**src/rtl/sbc_pkg.sv**
```systemverilog
package sbc_pkg;

    // Width of an index over n items (at least one bit).
    function automatic int unsigned idx_w(input int unsigned n);
        return (n > 1) ? $clog2(n) : 1;
    endfunction

    // Width that holds a count from 0 up to steps inclusive.
    function automatic int unsigned cnt_w(input int unsigned steps);
        return $clog2(steps + 1);
    endfunction

    // Position of the current time step inside its bin.
    typedef enum logic {
        STEP_ACCUM = 1'b0,
        STEP_CLOSE = 1'b1
    } step_kind_e;

endpackage

```
**src/rtl/sbc_sequencer.sv**
```systemverilog
module sbc_sequencer
    import sbc_pkg::*;
#(
    parameter int unsigned NEURONS = 8,
    parameter int unsigned STEPS   = 3,
    parameter int unsigned BINS    = 4,
    parameter int unsigned NW      = idx_w(NEURONS),
    parameter int unsigned BW      = idx_w(BINS)
) (
    input  logic          clk,
    input  logic          rst,
    input  logic          adv,
    output logic [NW-1:0] neuron,
    output logic [BW-1:0] bin,
    output step_kind_e    kind
);
    localparam int unsigned SW = idx_w(STEPS);
    localparam logic [NW-1:0] N_LAST = NW'(NEURONS - 1);
    localparam logic [SW-1:0] S_LAST = SW'(STEPS - 1);
    localparam logic [BW-1:0] B_LAST = BW'(BINS - 1);

    logic [SW-1:0] step;

    always_ff @(posedge clk) begin
        if (rst) begin
            neuron <= '0;
            step   <= '0;
            bin    <= '0;
        end else if (adv) begin
            if (neuron == N_LAST) begin
                neuron <= '0;
                if (step == S_LAST) begin
                    step <= '0;
                    bin  <= (bin == B_LAST) ? '0 : bin + 1'b1;
                end else begin
                    step <= step + 1'b1;
                end
            end else begin
                neuron <= neuron + 1'b1;
            end
        end
    end

    assign kind = (step == S_LAST) ? STEP_CLOSE : STEP_ACCUM;

    // neuron index stays in range and wraps after the last neuron
    a_r2_neuron_range: assert property (@(posedge clk) disable iff (rst)
        neuron <= N_LAST);
    a_r2_neuron_wrap: assert property (@(posedge clk) disable iff (rst)
        adv && (neuron == N_LAST) |=> neuron == '0);
    // no advance without an accepted beat
    a_r9_idle_hold: assert property (@(posedge clk) disable iff (rst)
        !adv |=> $stable(neuron) && $stable(step) && $stable(bin));
    // bin index never leaves the frame
    a_r7_bin_range: assert property (@(posedge clk) disable iff (rst)
        bin <= B_LAST);

endmodule

```
**src/rtl/sbc_count_mem.sv**
```systemverilog
module sbc_count_mem
    import sbc_pkg::*;
#(
    parameter int unsigned NEURONS = 8,
    parameter int unsigned STEPS   = 3,
    parameter int unsigned NW      = idx_w(NEURONS),
    parameter int unsigned CW      = cnt_w(STEPS)
) (
    input  logic          clk,
    input  logic          rst,
    input  logic          wr_en,
    input  logic [NW-1:0] addr,
    input  logic          bit_in,
    input  step_kind_e    kind,
    output logic [CW-1:0] sum
);
    logic [CW-1:0] cnt [NEURONS];
    logic [CW-1:0] stored;

    always_comb begin
        stored = '0;
        for (int i = 0; i < NEURONS; i++) begin
            if (addr == NW'(i)) stored = cnt[i];
        end
    end

    assign sum = stored + CW'(bit_in);

    for (genvar g = 0; g < NEURONS; g++) begin : g_entry
        always_ff @(posedge clk) begin
            if (rst) begin
                cnt[g] <= '0;
            end else if (wr_en && (addr == NW'(g))) begin
                cnt[g] <= (kind == STEP_CLOSE) ? '0 : sum;
            end
        end

        // a stored entry never exceeds STEPS-1, since it is cleared at close
        a_r10_entry_bound: assert property (@(posedge clk) disable iff (rst)
            cnt[g] <= CW'(STEPS - 1));
        // a closing write leaves the entry empty
        a_r5_cleared: assert property (@(posedge clk) disable iff (rst)
            wr_en && (addr == NW'(g)) && (kind == STEP_CLOSE) |=> cnt[g] == '0);
    end

endmodule

```
**src/rtl/sbc_out_stage.sv**
```systemverilog
module sbc_out_stage
    import sbc_pkg::*;
#(
    parameter int unsigned NEURONS = 8,
    parameter int unsigned STEPS   = 3,
    parameter int unsigned BINS    = 4,
    parameter int unsigned NW      = idx_w(NEURONS),
    parameter int unsigned BW      = idx_w(BINS),
    parameter int unsigned CW      = cnt_w(STEPS)
) (
    input  logic          clk,
    input  logic          rst,
    input  logic          load,
    input  logic [CW-1:0] count_in,
    input  logic [NW-1:0] neuron_in,
    input  logic [BW-1:0] bin_in,
    input  logic          out_ready,
    output logic          space,
    output logic          out_valid,
    output logic [CW-1:0] out_count,
    output logic [NW-1:0] out_neuron,
    output logic [BW-1:0] out_bin,
    output logic          frame_done
);
    localparam logic [NW-1:0] N_LAST = NW'(NEURONS - 1);
    localparam logic [BW-1:0] B_LAST = BW'(BINS - 1);

    logic last_rec;

    assign space    = !out_valid || out_ready;
    assign last_rec = (out_neuron == N_LAST) && (out_bin == B_LAST);

    always_ff @(posedge clk) begin
        if (rst) begin
            out_valid  <= 1'b0;
            out_count  <= '0;
            out_neuron <= '0;
            out_bin    <= '0;
            frame_done <= 1'b0;
        end else begin
            frame_done <= out_valid && out_ready && last_rec;
            if (load) begin
                out_valid  <= 1'b1;
                out_count  <= count_in;
                out_neuron <= neuron_in;
                out_bin    <= bin_in;
            end else if (out_ready) begin
                out_valid  <= 1'b0;
            end
        end
    end

    // a stalled record is held unchanged
    a_r6_hold: assert property (@(posedge clk) disable iff (rst)
        out_valid && !out_ready |=> out_valid && $stable(out_count)
                                    && $stable(out_neuron) && $stable(out_bin));
    // no new record is loaded over a stalled one
    a_r6_no_overwrite: assert property (@(posedge clk) disable iff (rst)
        out_valid && !out_ready |-> !load);

endmodule

```
**src/rtl/spike_bin_counter.sv**
```systemverilog
module spike_bin_counter
    import sbc_pkg::*;
#(
    parameter int unsigned NEURONS = 8,
    parameter int unsigned STEPS   = 3,
    parameter int unsigned BINS    = 4
) (
    input  logic                     clk,
    input  logic                     rst,
    input  logic                     in_valid,
    input  logic                     in_bit,
    output logic                     in_ready,
    input  logic                     out_ready,
    output logic                     out_valid,
    output logic [cnt_w(STEPS)-1:0]  out_count,
    output logic [idx_w(NEURONS)-1:0] out_neuron,
    output logic [idx_w(BINS)-1:0]   out_bin,
    output logic                     frame_done
);
    localparam int unsigned NW = idx_w(NEURONS);
    localparam int unsigned BW = idx_w(BINS);
    localparam int unsigned CW = cnt_w(STEPS);

    logic          accept;
    logic          space;
    logic [NW-1:0] cur_neuron;
    logic [BW-1:0] cur_bin;
    step_kind_e    cur_kind;
    logic [CW-1:0] sum;

    assign in_ready = space;
    assign accept   = in_valid && space;

    sbc_sequencer #(
        .NEURONS (NEURONS),
        .STEPS   (STEPS),
        .BINS    (BINS),
        .NW      (NW),
        .BW      (BW)
    ) u_seq (
        .clk    (clk),
        .rst    (rst),
        .adv    (accept),
        .neuron (cur_neuron),
        .bin    (cur_bin),
        .kind   (cur_kind)
    );

    sbc_count_mem #(
        .NEURONS (NEURONS),
        .STEPS   (STEPS),
        .NW      (NW),
        .CW      (CW)
    ) u_mem (
        .clk    (clk),
        .rst    (rst),
        .wr_en  (accept),
        .addr   (cur_neuron),
        .bit_in (in_bit),
        .kind   (cur_kind),
        .sum    (sum)
    );

    sbc_out_stage #(
        .NEURONS (NEURONS),
        .STEPS   (STEPS),
        .BINS    (BINS),
        .NW      (NW),
        .BW      (BW),
        .CW      (CW)
    ) u_out (
        .clk        (clk),
        .rst        (rst),
        .load       (accept && (cur_kind == STEP_CLOSE)),
        .count_in   (sum),
        .neuron_in  (cur_neuron),
        .bin_in     (cur_bin),
        .out_ready  (out_ready),
        .space      (space),
        .out_valid  (out_valid),
        .out_count  (out_count),
        .out_neuron (out_neuron),
        .out_bin    (out_bin),
        .frame_done (frame_done)
    );

    // an emitted count never exceeds the bin length
    a_r10_no_overflow: assert property (@(posedge clk) disable iff (rst)
        out_valid |-> out_count <= CW'(STEPS));
    // input is stalled while a record waits on the consumer
    a_r6_stall_input: assert property (@(posedge clk) disable iff (rst)
        out_valid && !out_ready |-> !in_ready);
    // a closing beat that is accepted presents its record next cycle
    a_r4_emit_next: assert property (@(posedge clk) disable iff (rst)
        accept && (cur_kind == STEP_CLOSE) |=> out_valid && (out_neuron == $past(cur_neuron)));
    // nothing is presented in the cycle after reset
    a_r1_reset_quiet: assert property (@(posedge clk)
        $past(rst) |-> !out_valid && !frame_done);

endmodule

```
**config.mk**
```make
export PLATFORM = sky130hd
export DESIGN_NAME = spike_bin_counter
export DESIGN_NICKNAME = d
export VERILOG_FILES = /design/src/rtl/sbc_pkg.sv /design/src/rtl/sbc_sequencer.sv /design/src/rtl/sbc_count_mem.sv /design/src/rtl/sbc_out_stage.sv /design/src/rtl/spike_bin_counter.sv
export SDC_FILE = /design/constraint.sdc
export NUM_CORES = 1
export LEC_CHECK = 0
export ABC_AREA = 1
export BUFFER_PORTS_ARGS = -buffer_cell sky130_fd_sc_hd__buf_2
export CELL_PAD_IN_SITES_DETAIL_PLACEMENT = 1
export CELL_PAD_IN_SITES_GLOBAL_PLACEMENT = 2
export CORE_MARGIN = 2
export CORE_UTILIZATION = 31
export DETAILED_ROUTE_END_ITERATION = 12
export GPL_ROUTABILITY_DRIVEN = 0
export MAX_ROUTING_LAYER = met4
export PLACE_DENSITY_LB_ADDON = 0.1
export SLEW_MARGIN = 20
export SYNTH_ARGS = -nofsm -noshare
export SYNTH_HDL_FRONTEND = slang
export SYNTH_HIERARCHICAL = 1
export SYNTH_SLANG_ARGS = --single-unit
```
**constraint.sdc**
```tcl
create_clock -name clk -period 1.9 [get_ports clk]
set_clock_uncertainty 0.15 [all_clocks]
set_input_delay 0.38 -clock clk [delete_from_list [all_inputs] [get_ports clk]]
set_output_delay 0.38 -clock clk [all_outputs]
set_load 0.01 [all_outputs]
```
==> impl_results.md <==
- Worst slew pin tran: 0.388 ns
- Post-synth cell types: 27
- Period utilisation layout: 104%
- Pwr Total: 1.63 mW
- CP Cell Sequence: nor3_1, nand2_1, nand3_2, a221oi_2, nand4_1, ha_2, nand2_2, nand3_4, nor2_1
- Setup ws final: -0.0785 ns
- Syn nets: 213
- Max-slew violations: 0
- Hold path startpoint: rst
- Crit path launch: u_seq/neuron[2]
- WL/cell: 14.3 um
- LEAKAGE: 1.04 nW
- Slowest cell on crit path: dfxtp_4
- R2R depth: 9
- Reg-to-Reg Start: u_seq/neuron[2]
- Reg2Reg Setup Slack: -0.08 ns
- Clock tree buffer depth: 2
- Worst path bufs/invs: 0
- Clock sink count: 32
- Worst rel slew slack: 74.1%
- Routed via count: 1,511
- Port Buffers: 14
- Initial Utilization: 31.9%
- Total core area: 0.00511 mm^2
- Hold path cells: 2
- Top Ports: 15
- Arr. time, crit path: 1.87 ns
- Congestion Overflow GR: 0
- Max incr delay on CP: 0.37 ns
- CTS buffer count: 5
- #FFs+latches synth: 32
- Cell count after synthesis: 204
- Setup violators final: 18
- Period minus WS final: 1.98 ns
- CTS H-tree lvls: 2
- CTS root buffer: clkbuf_8
- Share of cells above drive strength 1: 33.6%
- Synthesis Warnings: 6
- Maximum vdd drop: 0.273 mV
- Global-route wire length before repair: 7550 um
- Reg2reg end: u_mem/cnt[1][1]
- CP Capture Type: register
- Unrepaired setup endpoints after global routing: yes
- CP Class: register to register
- Initial antenna violation count: 0
- GRT Total Usage: 17.1%
- Vias in the first global route: 1,595
- Crit-path leading delay family: simple AND/OR/NAND/NOR gates
- Vias/cell: 4.68
- Die W: 76.5 um
- Die ar.: 0.00586 mm^2
- Syn Area/Cell: 7.99 um^2
- CTS hold repair buffers: 0
- Status: finished with violations
- Post-synthesis cell area: 0.00163 mm^2
- Pwr Density: 752 mW/mm^2
- Final Hold Vio Count: 0
- Hold Crit Endpoint: u_out/out_valid
- Initial DRC Count: 37
- CP max FO: 8
- Hold crit path type: primary input to register
- Post-route ant nets: 0
- Total Wirelength: 4630 um
- Dpl ws: -0.202 ns
- Crit start category: register
- Layout area overhead: 33.1%
- WP data required: 1.79 ns
- Max-cap violation count: 0
- Failing checks: negative setup slack
- Initial DRT Pass Iterations: 4
- Share of the yosys chip area belonging to registers: 49.1%
- Pin count of the biggest net entering global routing: 13
- # rows: 26
- Die Y: 76.5 um
- DP Wirelength: 3520 um
- Max Clock Freq: 0.505 GHz
- CTS tree: built
- Clk_lat worst skew: 0.29 ns
- # DRC: 0
- Clk slew on worst S/H paths: 0.06 ns
- Final layout net count: 261
- # diodes: 0
- Layout fillers: 641
-- worst max path at each step --
stage / slack [ns] / cells past startpoint / to
6_report: -0.08 / 9 / u_mem/cnt[1][1]
5_1_grt: -0.22 / 12 / u_mem/cnt[1][3]
4_1_cts: -0.09 / 12 / u_mem/cnt[1][7]
3_5_place_dp: -0.20 / 10 / u_mem/cnt[1][2]
3_3_place_gp: -0.11 / 12 / u_mem/cnt[0][5]
2_1_floorplan: 0.007 / 11 / u_mem/cnt[0][0]
-- logic make-up after synthesis --
logic type / after synthesis / synth area share [%]
AOI/OAI and AO/OA: 19 / 6.29
xor gates and xnor gates: 1 / 0.537
adders and majority gates: 4 / 3.07
buffers and inverters: 32 / 7.83
DFF: 32 / 49.1
and+or+nand+nor: 116 / 33.2
-- synth_stat cells, drive strengths merged --
| cell type | number | share of area (%) |
|---|---|---|
| edfxtp | 16 | 29 |
| and2 | 1 | 0.38 |
| a221oi | 1 | 0.54 |
| dfxtp | 16 | 20 |
| a21oi | 3 | 1.2 |
| xnor2 | 1 | 0.54 |
| buf | 2 | 0.92 |
| nor2 | 49 | 12 |
| clkbuf | 1 | 0.23 |
| o21ai | 15 | 4.6 |
| nor3 | 5 | 2.2 |
| ha | 4 | 3.1 |
| or2 | 1 | 0.38 |
| nand2 | 37 | 9.0 |
| nand3 | 15 | 5.7 |
| nand4 | 8 | 3.5 |
| inv | 29 | 6.7 |
-- state kept, by name (all words and copies together), names as in the netlist --
signal and count:
u_out/out_count 2, u_seq/step 2, u_seq/neuron 3, u_out/out_bin 2, u_seq/bin 2, u_mem/cnt 16
u_out/frame_done 1, u_out/out_neuron 3, u_out/out_valid 1
-- area by class of cell --
cell class,count,area [um^2],share of cell area (%)
flip-flops and latches,32,812,37.4
multi-input cells,140,766,35.3
repair buffers,44,295,13.6
inverters,29,116,5.36
well taps,70,87.6,4.04
clock buffers,6,82.6,3.81
clock inverters,2,10.0,0.461
-- power by group --
part | internal (mW) | switching (mW) | leakage (nW)
logic | 0.129 | 0.178 | 0.690
clock network | 0.289 | 0.259 | 0.0510
registers | 0.752 | 0.0245 | 0.298
-- placed cells by master (no fill, tap or decap) --
| cell | Yosys | layout |
|---|---|---|
| a21oi_1 | 2 | 2 |
| a21oi_2 | 1 | 1 |
| a221oi_2 | 0 | 1 |
| and2_1 | 1 | 1 |
| buf_2 | 0 | 14 |
| buf_4 | 0 | 30 |
| clkbuf_8 | 0 | 6 |
| clkinv_2 | 0 | 2 |
| dfxtp_1 | 16 | 13 |
| dfxtp_4 | 0 | 3 |
| edfxtp_1 | 16 | 16 |
| ha_1 | 4 | 3 |
| ha_2 | 0 | 1 |
| inv_1 | 24 | 20 |
| inv_2 | 5 | 6 |
| inv_4 | 0 | 3 |
| nand2_1 | 34 | 31 |
| nand2_2 | 3 | 5 |
| nand2_4 | 0 | 1 |
| nand3_1 | 13 | 10 |
| nand3_2 | 1 | 1 |
| nand3_4 | 1 | 4 |
| nand4_1 | 7 | 7 |
| nand4_2 | 1 | 1 |
| nor2_1 | 46 | 44 |
| nor2_2 | 2 | 4 |
| nor2_4 | 1 | 1 |
| nor3_1 | 4 | 4 |
| nor3_4 | 1 | 1 |
| o21ai_0 | 15 | 15 |
| or2_0 | 1 | 1 |
| xnor2_1 | 1 | 1 |
-- per-layer routing --
metal	routed length (um)	GRT usage, %	share of wire (%)	up-vias
met5	0	-	0	-
met4	92	6.91	2.0	0
met3	111	3.67	2.4	9
met2	2370	29.5	51	17
met1	2050	19.3	44	721
li1	-	-	-	764
-- through the flow --
step	setup TNS [ns]	hold WS, ns	cell area, um^2	utilization, %	std cells
floorplan	0	0.292	1650	-	204
global placement	-1.84	0.327	1990	39.0	312
detailed placement	-3.33	0.339	1990	39.0	312
CTS	-1.02	0.191	2110	41.4	320
global route	-3.35	0.210	2170	42.5	323
finish	-1.17	0.195	2170	42.5	323
-- timing repair --
item / CTS / global route
setup endpoints to repair: 18 / 18
resized for setup: 11 / 7
buffers inserted: 0 / 3
pin swaps: 5 / 7
No activity file was read; power rests on OpenSTA's default activity.
